==> src/rtl/ser9_pkg.sv <==
package ser9_pkg;

   localparam int BUS_W = 8;

   // control register field positions (software decodes these)
   localparam int F_RXDONE = 0;
   localparam int F_TXDONE = 1;
   localparam int F_RXNINE = 2;
   localparam int F_TXNINE = 3;
   localparam int F_RXEN   = 4;
   localparam int F_FILT   = 5;
   localparam int F_MLO    = 6;
   localparam int F_MHI    = 7;

   typedef enum logic [1:0] {
      FMT_OFF   = 2'b00,
      FMT_8     = 2'b01,
      FMT_9A    = 2'b10,
      FMT_9B    = 2'b11
   } ser_fmt_e;

   function automatic logic fmt_has_nine(input ser_fmt_e f);
      return f[1];
   endfunction

endpackage

==> src/rtl/ser9_tx.sv <==
module ser9_tx #(
   parameter int DATA_W = 8,
   parameter int OVS    = 16
) (
   input  logic              clk,
   input  logic              rst_n,
   input  logic              tick,
   input  logic              load,
   input  logic [DATA_W-1:0] load_data,
   input  logic              nine,
   input  logic              bit9,
   output logic              txd,
   output logic              busy,
   output logic              fin
);

   localparam int FW = DATA_W + 3;
   localparam int CW = $clog2(OVS);
   localparam int BW = $clog2(FW);

   logic [FW-1:0] frame;
   logic [BW-1:0] bits_left;
   logic [CW-1:0] tcnt;
   logic          busy_q;
   logic          txd_q;
   logic          fin_q;

   always_ff @(posedge clk) begin
      if (!rst_n) begin
         frame     <= '0;
         bits_left <= '0;
         tcnt      <= '0;
         busy_q    <= 1'b0;
         txd_q     <= 1'b1;
         fin_q     <= 1'b0;
      end else begin
         fin_q <= 1'b0;
         if (!busy_q) begin
            if (load) begin
               frame     <= {1'b1, (nine ? bit9 : 1'b1), load_data, 1'b0};
               bits_left <= nine ? BW'(DATA_W + 2) : BW'(DATA_W + 1);
               tcnt      <= '0;
               busy_q    <= 1'b1;
               txd_q     <= 1'b0;
            end
         end else if (tick) begin
            if (tcnt == CW'(OVS - 1)) begin
               tcnt <= '0;
               if (bits_left == '0) begin
                  busy_q <= 1'b0;
                  txd_q  <= 1'b1;
               end else begin
                  frame     <= frame >> 1;
                  txd_q     <= frame[1];
                  bits_left <= bits_left - 1'b1;
                  if (bits_left == BW'(1))
                     fin_q <= 1'b1;
               end
            end else begin
               tcnt <= tcnt + 1'b1;
            end
         end
      end
   end

   assign txd  = txd_q;
   assign busy = busy_q;
   assign fin  = fin_q;


   tx_load_busy_chk: assert property (@(posedge clk) disable iff (!rst_n)
      (busy_q && load && !tick) |=> $stable(frame));


   tx_idle_high_chk: assert property (@(posedge clk) disable iff (!rst_n)
      !busy_q |-> txd_q);

endmodule

==> src/rtl/ser9_rx.sv <==
module ser9_rx #(
   parameter int DATA_W = 8,
   parameter int OVS    = 16,
   parameter int SYNC_N = 2
) (
   input  logic              clk,
   input  logic              rst_n,
   input  logic              tick,
   input  logic              en,
   input  logic              nine_in,
   input  logic              rxd,
   output logic              vld,
   output logic [DATA_W-1:0] data,
   output logic              b9,
   output logic              stop,
   output logic              nine
);

   localparam int SW = DATA_W + 2;
   localparam int CW = $clog2(OVS);
   localparam int NW = $clog2(SW + 1);

   typedef enum logic [1:0] {RX_IDLE, RX_START, RX_BITS, RX_HOLD} rx_st_e;

   logic [SYNC_N-1:0] sync;
   logic              rxs;

   always_ff @(posedge clk) begin
      if (!rst_n) sync[0] <= 1'b1;
      else        sync[0] <= rxd;
   end

   for (genvar g = 1; g < SYNC_N; g++) begin : g_sync
      always_ff @(posedge clk) begin
         if (!rst_n) sync[g] <= 1'b1;
         else        sync[g] <= sync[g-1];
      end
   end

   assign rxs = sync[SYNC_N-1];

   rx_st_e        st;
   logic [CW-1:0] cnt;
   logic [NW-1:0] n;
   logic [SW-1:0] sh;
   logic [SW-1:0] nxt;
   logic          last;
   logic          vld_q;
   logic [DATA_W-1:0] data_q;
   logic          b9_q;
   logic          stop_q;
   logic          nine_q;

   always_comb begin
      nxt  = {rxs, sh[SW-1:1]};
      last = (n == (nine_q ? NW'(SW - 1) : NW'(SW - 2)));
   end

   always_ff @(posedge clk) begin
      if (!rst_n) begin
         st     <= RX_IDLE;
         cnt    <= '0;
         n      <= '0;
         sh     <= '0;
         vld_q  <= 1'b0;
         data_q <= '0;
         b9_q   <= 1'b0;
         stop_q <= 1'b1;
         nine_q <= 1'b0;
      end else begin
         vld_q <= 1'b0;
         case (st)
            RX_IDLE: begin
               if (tick && en && !rxs) begin
                  st     <= RX_START;
                  cnt    <= '0;
                  nine_q <= nine_in;
               end
            end
            RX_START: begin
               if (tick) begin
                  if (cnt == CW'(OVS / 2 - 1)) begin
                     cnt <= '0;
                     n   <= '0;
                     st  <= rxs ? RX_IDLE : RX_BITS;
                  end else begin
                     cnt <= cnt + 1'b1;
                  end
               end
            end
            RX_BITS: begin
               if (tick) begin
                  if (cnt == CW'(OVS - 1)) begin
                     cnt <= '0;
                     sh  <= nxt;
                     n   <= n + 1'b1;
                     if (last) begin
                        vld_q  <= 1'b1;
                        stop_q <= nxt[SW-1];
                        if (nine_q) begin
                           data_q <= nxt[DATA_W-1:0];
                           b9_q   <= nxt[DATA_W];
                        end else begin
                           data_q <= nxt[DATA_W:1];
                           b9_q   <= nxt[SW-1];
                        end
                        st <= RX_HOLD;
                     end
                  end else begin
                     cnt <= cnt + 1'b1;
                  end
               end
            end
            default: begin
               if (rxs) st <= RX_IDLE;
            end
         endcase
      end
   end

   assign vld  = vld_q;
   assign data = data_q;
   assign b9   = b9_q;
   assign stop = stop_q;
   assign nine = nine_q;


   rx_count_bound_chk: assert property (@(posedge clk) disable iff (!rst_n)
      (st == RX_BITS) |-> (n <= NW'(SW - 1)));


   rx_vld_origin_chk: assert property (@(posedge clk) disable iff (!rst_n)
      vld_q |-> $past(st == RX_BITS));

endmodule

==> src/rtl/ser9_regs.sv <==
module ser9_regs
   import ser9_pkg::*;
#(
   parameter int DATA_W = 8
) (
   input  logic              clk,
   input  logic              rst_n,
   input  logic              fe_sel,
   input  logic              wr_ctl,
   input  logic [BUS_W-1:0]  wdata,
   input  logic              rx_vld,
   input  logic [DATA_W-1:0] rx_data,
   input  logic              rx_b9,
   input  logic              rx_stop,
   input  logic              rx_nine,
   input  logic              tx_fin,
   output logic [BUS_W-1:0]  ctl_rd,
   output logic [DATA_W-1:0] rbuf,
   output ser_fmt_e          fmt,
   output logic              rx_on,
   output logic              tx_nine_bit
);

   logic fe, mhi, mlo, filt, rxen, txn, rxn, txdone, rxdone;
   logic accept;
   logic [DATA_W-1:0] rbuf_q;

   assign accept = rx_vld && !(filt && rx_nine && !rx_b9);

   always_ff @(posedge clk) begin
      if (!rst_n) begin
         fe <= 1'b0; mhi <= 1'b0; mlo <= 1'b0; filt <= 1'b0;
         rxen <= 1'b0; txn <= 1'b0; rxn <= 1'b0;
         txdone <= 1'b0; rxdone <= 1'b0;
      end else begin
         if (wr_ctl) begin
            if (fe_sel) fe  <= wdata[F_MHI];
            else        mhi <= wdata[F_MHI];
            mlo    <= wdata[F_MLO];
            filt   <= wdata[F_FILT];
            rxen   <= wdata[F_RXEN];
            txn    <= wdata[F_TXNINE];
            rxn    <= wdata[F_RXNINE];
            txdone <= wdata[F_TXDONE];
            rxdone <= wdata[F_RXDONE];
         end
         if (tx_fin) txdone <= 1'b1;
         if (accept) begin
            rxdone <= 1'b1;
            rxn    <= rx_nine ? rx_b9 : rx_stop;
         end
         if (rx_vld && !rx_stop) fe <= 1'b1;
      end
   end

   always_ff @(posedge clk) begin
      if (accept) rbuf_q <= rx_data;
   end

   always_comb begin
      ctl_rd           = '0;
      ctl_rd[F_MHI]    = fe_sel ? fe : mhi;
      ctl_rd[F_MLO]    = mlo;
      ctl_rd[F_FILT]   = filt;
      ctl_rd[F_RXEN]   = rxen;
      ctl_rd[F_TXNINE] = txn;
      ctl_rd[F_RXNINE] = rxn;
      ctl_rd[F_TXDONE] = txdone;
      ctl_rd[F_RXDONE] = rxdone;
   end

   assign fmt         = ser_fmt_e'({mhi, mlo});
   assign rx_on       = rxen;
   assign tx_nine_bit = txn;
   assign rbuf        = rbuf_q;


   txdone_src_chk: assert property (@(posedge clk) disable iff (!rst_n)
      $rose(txdone) |-> $past(tx_fin || wr_ctl));


   rxdone_src_chk: assert property (@(posedge clk) disable iff (!rst_n)
      $rose(rxdone) |-> $past(rx_vld || wr_ctl));


   fe_hold_chk: assert property (@(posedge clk) disable iff (!rst_n)
      $fell(fe) |-> $past(wr_ctl && fe_sel));


   filt_drop_chk: assert property (@(posedge clk) disable iff (!rst_n)
      (rx_vld && filt && rx_nine && !rx_b9 && !wr_ctl) |=> ($stable(rxdone) && $stable(rxn) && $stable(rbuf_q)));

endmodule

==> src/rtl/ser9_port.sv <==
module ser9_port
   import ser9_pkg::*;
#(
   parameter int DATA_W = 8,
   parameter int OVS    = 16,
   parameter int SYNC_N = 2
) (
   input  logic             clk,
   input  logic             rst_n,
   input  logic             os_tick,
   input  logic             fe_sel,
   input  logic             bus_sel,
   input  logic             bus_wr,
   input  logic [BUS_W-1:0] bus_wdata,
   output logic [BUS_W-1:0] bus_rdata,
   input  logic             rxd,
   output logic             txd
);

   if (DATA_W < 5 || DATA_W > BUS_W) begin : g_bad_width
      $error("ser9_port: DATA_W must lie between 5 and the bus width");
   end
   if (OVS < 4 || (OVS % 2) != 0) begin : g_bad_ovs
      $error("ser9_port: OVS must be even and at least 4");
   end
   if (SYNC_N < 1) begin : g_bad_sync
      $error("ser9_port: SYNC_N must be at least 1");
   end

   logic              wr_ctl, wr_dat;
   ser_fmt_e          fmt;
   logic              rx_on, tx_nine_bit;
   logic [BUS_W-1:0]  ctl_rd;
   logic [DATA_W-1:0] rbuf;
   logic [BUS_W-1:0]  rbuf_ext;
   logic              tx_busy, tx_fin, tx_load;
   logic              rx_vld, rx_b9, rx_stop, rx_nine;
   logic [DATA_W-1:0] rx_data;

   assign wr_ctl  = bus_wr && !bus_sel;
   assign wr_dat  = bus_wr && bus_sel;
   assign tx_load = wr_dat && (fmt != FMT_OFF);

   ser9_regs #(.DATA_W(DATA_W)) u_regs (
      .clk        (clk),
      .rst_n      (rst_n),
      .fe_sel     (fe_sel),
      .wr_ctl     (wr_ctl),
      .wdata      (bus_wdata),
      .rx_vld     (rx_vld),
      .rx_data    (rx_data),
      .rx_b9      (rx_b9),
      .rx_stop    (rx_stop),
      .rx_nine    (rx_nine),
      .tx_fin     (tx_fin),
      .ctl_rd     (ctl_rd),
      .rbuf       (rbuf),
      .fmt        (fmt),
      .rx_on      (rx_on),
      .tx_nine_bit(tx_nine_bit)
   );

   ser9_tx #(.DATA_W(DATA_W), .OVS(OVS)) u_tx (
      .clk      (clk),
      .rst_n    (rst_n),
      .tick     (os_tick),
      .load     (tx_load),
      .load_data(bus_wdata[DATA_W-1:0]),
      .nine     (fmt_has_nine(fmt)),
      .bit9     (tx_nine_bit),
      .txd      (txd),
      .busy     (tx_busy),
      .fin      (tx_fin)
   );

   ser9_rx #(.DATA_W(DATA_W), .OVS(OVS), .SYNC_N(SYNC_N)) u_rx (
      .clk    (clk),
      .rst_n  (rst_n),
      .tick   (os_tick),
      .en     (rx_on && (fmt != FMT_OFF)),
      .nine_in(fmt_has_nine(fmt)),
      .rxd    (rxd),
      .vld    (rx_vld),
      .data   (rx_data),
      .b9     (rx_b9),
      .stop   (rx_stop),
      .nine   (rx_nine)
   );

   if (DATA_W == BUS_W) begin : g_full
      assign rbuf_ext = rbuf;
   end else begin : g_pad
      assign rbuf_ext = {{(BUS_W - DATA_W){1'b0}}, rbuf};
   end

   assign bus_rdata = bus_sel ? rbuf_ext : ctl_rd;


   off_mode_idle_chk: assert property (@(posedge clk) disable iff (!rst_n)
      (fmt == FMT_OFF && !tx_busy) |=> !tx_busy);

endmodule

==> config.mk <==
export PLATFORM = sky130hd
export DESIGN_NAME = ser9_port
export DESIGN_NICKNAME = d
export VERILOG_FILES = /design/src/rtl/ser9_pkg.sv /design/src/rtl/ser9_tx.sv /design/src/rtl/ser9_rx.sv /design/src/rtl/ser9_regs.sv /design/src/rtl/ser9_port.sv
export SDC_FILE = /design/constraint.sdc
export NUM_CORES = 1
export LEC_CHECK = 0
export ABC_CLOCK_PERIOD_IN_PS = 2500
export BUFFER_PORTS_ARGS = -buffer_cell sky130_fd_sc_hd__clkbuf_2
export CAP_MARGIN = 10
export CORE_MARGIN = 8
export CORE_UTILIZATION = 60
export DETAILED_ROUTE_END_ITERATION = 8
export GPL_ROUTABILITY_DRIVEN = 0
export GPL_TIMING_DRIVEN = 0
export HOLD_SLACK_MARGIN = 0.06
export PLACE_DENSITY = 0.79
export SLEW_MARGIN = 0
export SYNTH_ARGS = -nofsm -noshare
export SYNTH_HDL_FRONTEND = slang
export SYNTH_SLANG_ARGS = --single-unit
==> constraint.sdc <==
create_clock -name clk -period 2.5 [get_ports clk]
set_clock_uncertainty 0.1 [all_clocks]
set_input_delay 0.5 -clock clk [delete_from_list [all_inputs] [get_ports clk]]
set_output_delay 0.5 -clock clk [all_outputs]
set_load 0.05 [all_outputs]
======== After elaboration in Yosys (flattened, before gate mapping) ========
Index checks and enable logic that the tools add are counted.
operators by class
  add/sub/neg operators ................... 4
  equality and inequality tests ........... 16
  muxes and demuxes ....................... 63
  bitwise logic cells ..................... 5
  reductions and logical operators ........ 39
operators by type and width
  kind                 count
  $mux 4               18
  $mux 11              5
  $mux 1               26
  $mux 2               9
  $mux 8               2
  $reduce_and 4->1     4
  $reduce_bool 2->1    7
  $add 4x1->4 const B  3
  $pmux 4 s3           1
  $logic_and 1x1->1    10
  $ne 2x2->1 const B   5
  $eq 4x4->1 const B   2
  $ne 2x1->1 const B   4
  $pmux 4 s2           1
  $reduce_and 2->1     4
  $reduce_and 7->1     1
  $pmux 2 s3           1
  $reduce_and 3->1     2
  $logic_not 1->1      5
  $not 1->1            5
  $reduce_and 5->1     1
  $reduce_or 5->1      1
  $eq 4x1->1 const B   1
  $eq 4x3->1 const B   1
  8 further kinds      8
word-level totals
  register bits after elaboration ......... 73
  bits of input ports ..................... 15
  output and inout bits ................... 9
  word-level logic and storage cells ...... 154

======== Depth between registers and ports, before layout ========
  depth in word-level cells ............... 6
  depth in mapped cells ................... 8
  mapped depth without buffers ............ 6

======== Cells and area by module ========
A second synthesis with hierarchy kept.
unflattened totals
  cells, all modules ...................... 352
  area total of the unflattened synthesis .. 3594.7 um^2
by module, submodules not included
  module     instances  cells each  area each (um^2)  seq. area each (um^2)
  ser9_rx    1          168         1600.3            660.6
  ser9_tx    1          116         1106.1            420.4
  ser9_regs  1          56          730.7             420.4
  ser9_port  1          12          157.7             0.0

======== Least setup slack after synthesis ========
Ideal clock, no wire load.
  kind .................................... input to output
  from .................................... input bus_sel
  to ...................................... output bus_rdata[7]
  data arrival time ....................... 1.775 ns
  required time ........................... 1.900 ns
  slack ................................... 0.125 ns
  cell stages on the path ................. 2
  path buffers ............................ 1
  cells stage by stage .................... buf_2 -> o21ai_0
on the way
  cells in the longest elaborated chain, start to end .. 1
RTL lines
  what                line             RTL
  start: declaration  ser9_port.sv:12  input logic bus_sel,
  $mux 8              ser9_port.sv:96  assign bus_rdata = bus_sel ? rbuf_ext : ctl_rd;
  end: declaration    ser9_port.sv:15  output logic [BUS_W-1:0] bus_rdata,
No other way between the ends.

======== Final worst setup path ========
  from .................................... input bus_sel
  to ...................................... output bus_rdata[6]
Same word-level chain as after synthesis.

==> flow_results.org <==
** Final layout
- 0 antenna diodes ended up in the layout.
- Area grow syn2layout :: 10.93%
- After filler insertion, the fill cell instance count of the layout stands at 452.
- Final Core Density :: 68.24%
- Share of final-layout standard cells stronger than drive strength 1 :: 16.38%
- Fin nets :: 423

** Timing
- Transition time at the pin with the least slew margin :: 0.5662 ns
- After layout, the worst path uses 82.70% of the clock period.
- Setup violations remaining at the end of the flow were counted as 0.
- Relative slew slack :: 62.25%
- The number of slew-limit violations in the final report came to 0.
- Sum of negative setup slack :: 0 ns
- Timing would allow up to 483.7 MHz.
- Setup repair after global routing left no endpoint under its margin.
- The worst path meets setup with 0.4325 ns of slack.
- The total count of hold-check failures in the final report was 0.
- Post-layout minimum cycle time :: 2.068 ns

** Floorplan
- Row cnt :: 27
- Core area :: 5473 um2
- Horizontal die dimension :: 90.91 um
- Overall die area :: 8265 um2
- In this run the vertical extent of the chip is 90.91 um.
- Pin placement for this block handled 24 I/O pins.
- Once the floorplan was initialized, standard cells occupied 61.52% of the core.

** Setup path
- For this run, the slowest stage of the critical path takes 0.37 ns.
- Data arrival time at the worst-slack endpoint :: 1.47 ns
- Crit Path Class :: primary input to output port
- Along the worst path, the maximum fanout reaches 10.
- Among all stages on the critical path, the largest delay is contributed by mux2_2.
- Traced cell by cell, the critical path runs through clkbuf_2 > buf_2 > mux2_2 > clkbuf_2.
- Endpoint kind of the worst setup timing path :: output port
- Critical Path Most Common Cell :: clkbuf_2
- Delay-heaviest family, CP :: buffers and inverters
- The worst setup path is launched from a primary input.
- STA puts the critical path data required time at 1.90 ns.
- Counting both buffers and inverters, the worst setup path holds a total of 3.

** Placed design
- Number of input and output port buffers inserted :: 21
- Summed over all nets, the half-perimeter wirelength after detailed placement is 5469 um.
- Before CTS, the worst setup slack after placement is 0.3476 ns.

** Clocking
- Hold buffers post-CTS :: 0
- Buffers inserted during clock tree synthesis total 9.
- Post-CTS setup buffer count :: 0
- The tree built by TritonCTS fans out to 71 sinks.
- Maximum clock insertion buffer count :: 2
- Clock-pin slew was measured on the worst setup and hold paths at 0.07 ns.
- The clock reaches the later pin of the worst-skew pair after 0.36 ns.
- TritonCTS built the clock tree.
- The cell sitting at the root of the clock tree is a clkbuf_8.
- Post-CTS repair changed the size of 0 cells.
- In this run the number of H-tree levels came out at 3.

** Routing
- Post-detailed-route DRC marker count :: 0
- DRC marker count from the first detailed-route iteration :: 175
- In the routed layout, each cell is associated on average with a via count of 5.884.
- Dividing the detail-routed wire length by the instance count gives 15.58 um.
- The first detailed-routing pass ran for 5 iterations.
- Vias :: 2795
- The count of nets left with antenna violations once routing finished came out at 0.
- The final layout contains routed wiring with a total length of 7399 um.

** Synthesis
- Predominant post-synthesis flop cell :: dfxtp_1
- Gate count of the mapped netlist :: 366
- For this run, the register share of the synthesized area comes to 44.59%.
- Dominant cells by area after synthesis :: dfxtp_1 37%, edfxtp_1 7.1%, mux2i_1 6.5%, a21oi_1 4.8%, nand2_1 4.3%
- Counting flops with a built-in enable in the synthesized netlist gives 8.
- By instance count, the leading cell after synthesis is dfxtp_1.
- Mean area per synthesized cell :: 9.199 um2
- During synthesis, Yosys emitted a total of 0 warnings.
- Number of unique standard cell types used by synthesis :: 55
- The number of nets in the synthesized netlist is 391.
- Area share of the leading cell type in the synthesized netlist :: 37.46%
- Of all flip-flops after synthesis, the portion carrying an async set or reset was 0%.
- Summing every instance area after synthesis gives 3367 um2.
- Of all cell types, the one taking the most synthesized area is dfxtp_1.
- The synthesized design contains 71 register bits.
- Leading post-synthesis cells by instance count :: 63 x dfxtp_1, 39 x nand2_1, 32 x a21oi_1

** Global route
- Entering global routing, the biggest net connects 14 pins.
- The number of global-route vias before repair was 2717.
- First-pass GRT wire length :: 12600 um
- Global-route usage over all layers :: 18.71%
- The number of antenna violations at the first check in global routing was 0.
- Summed over all layers, the global routing overflow is 0.

** Status
- The flow ran to the end, and the final reports show no timing, DRC or antenna violations.

** Min path
- The tightest min-delay check is of the primary input to flip-flop type.

** Power and ir drop
- VDD sags by at most 0.4599 mV.
- Summing internal, switching and leakage power gives 0.002236 W.
- Leakage Power :: 1.299 nW
- For this design the ratio of total power to cell area is 598.8 nW/um2.

** Run
- Max-cap viol count :: 0
## where the power goes
group / internal, W / switching, W / leakage [nW]
sequential: 0.00117 / 0.0000195 / 0.565
clock: 0.000359 / 0.000452 / 0.0793
combinational: 0.0000809 / 0.000155 / 0.655
## stage by stage
step                      hold slack, ns  std cells  instance area, um2
after CTS                         0.2244        475                3735
after global routing              0.2498        475                3735
after detailed placement          0.3042        459                3562
final                             0.2317        475                3735
after global placement            0.2941        459                3562
after floorplan                   0.2863        366                3367
## per-layer routing
layer | vias up | track usage (%) | wire length [um]
met1 | 1330 | 21.19 | 3186
met2 | 60 | 32.52 | 3737
met5 | - | 0 | 0
met3 | 6 | 3.658 | 382
met4 | 0 | 9.959 | 91
li1 | 1399 | - | -
## cell families (layout without fill, tap and decap cells)
kind of cell             Yosys count  count (layout)  synth area share [%]
AO/OA/AOI/OAI                    108             108                 20.55
buffers and inverters             35              72                 4.905
adder cells (fa/ha/maj)           10              10                 3.716
flip-flops                        71              71                 44.59
XOR/XNOR                           2               2                0.5203
multiplexers                      29              29                 8.882
AND/OR/NAND/NOR                  111             111                 16.83
## area by class of cell
cell class | instances | area [um2] | share of cell area, %
multi-input combinational | 260 | 1700 | 45.53
timing repair buffer | 21 | 105.1 | 2.814
clock inverter | 7 | 48.80 | 1.307
buffer | 24 | 123.9 | 3.317
tap | 72 | 90.09 | 2.412
inverter | 11 | 41.29 | 1.106
clock buffer | 9 | 123.9 | 3.317
sequential | 71 | 1501 | 40.20
## path summary, 6_finish.rpt
path / from / to / slack [ns] / depth (start not counted)
worst min-delay path: rxd / u_rx.sync[0] / 0.23 / 2
worst max-delay path: bus_sel / bus_rdata[6] / 0.43 / 4
worst max register to register: u_rx.st[0] / u_rx.cnt[1] / 0.49 / 7
worst min register to register: u_rx.sync[0] / u_rx.rxs / 0.32 / 1
## worst reg2reg max path: cells and delay by family (launching register included)
kind	cells	cell delay, ns
AO/OA/AOI/OAI	2	0.29
adder cells (fa/ha/maj)	1	0.20
buffers and inverters	2	0.27
flip-flops	1	0.42
AND/OR/NAND/NOR	2	0.67
## sequential cells by signal, indices dropped and copies added, names as in the netlist, 2 cells and up
signal          cells
u_tx.bits_left      4
u_rx.data           8
u_rx.cnt            4
u_regs.rbuf         8
u_rx.sh             9
u_tx.tcnt           4
u_rx.st             2
u_rx.n              4
u_tx.frame         10
## cell usage in the layout, fill, tap and decap left out, types with 10 or more instances in the layout
cell       n
dfxtp_1   63
nand2_1   39
a21oi_1   32
o21ai_0   22
mux2i_1   22
nor2_1    21
clkbuf_2  21
a211oi_1  19
nand3_1   15
inv_1     11
clkbuf_1  11
ha_1      10
(Power assumes the default switching activity.)
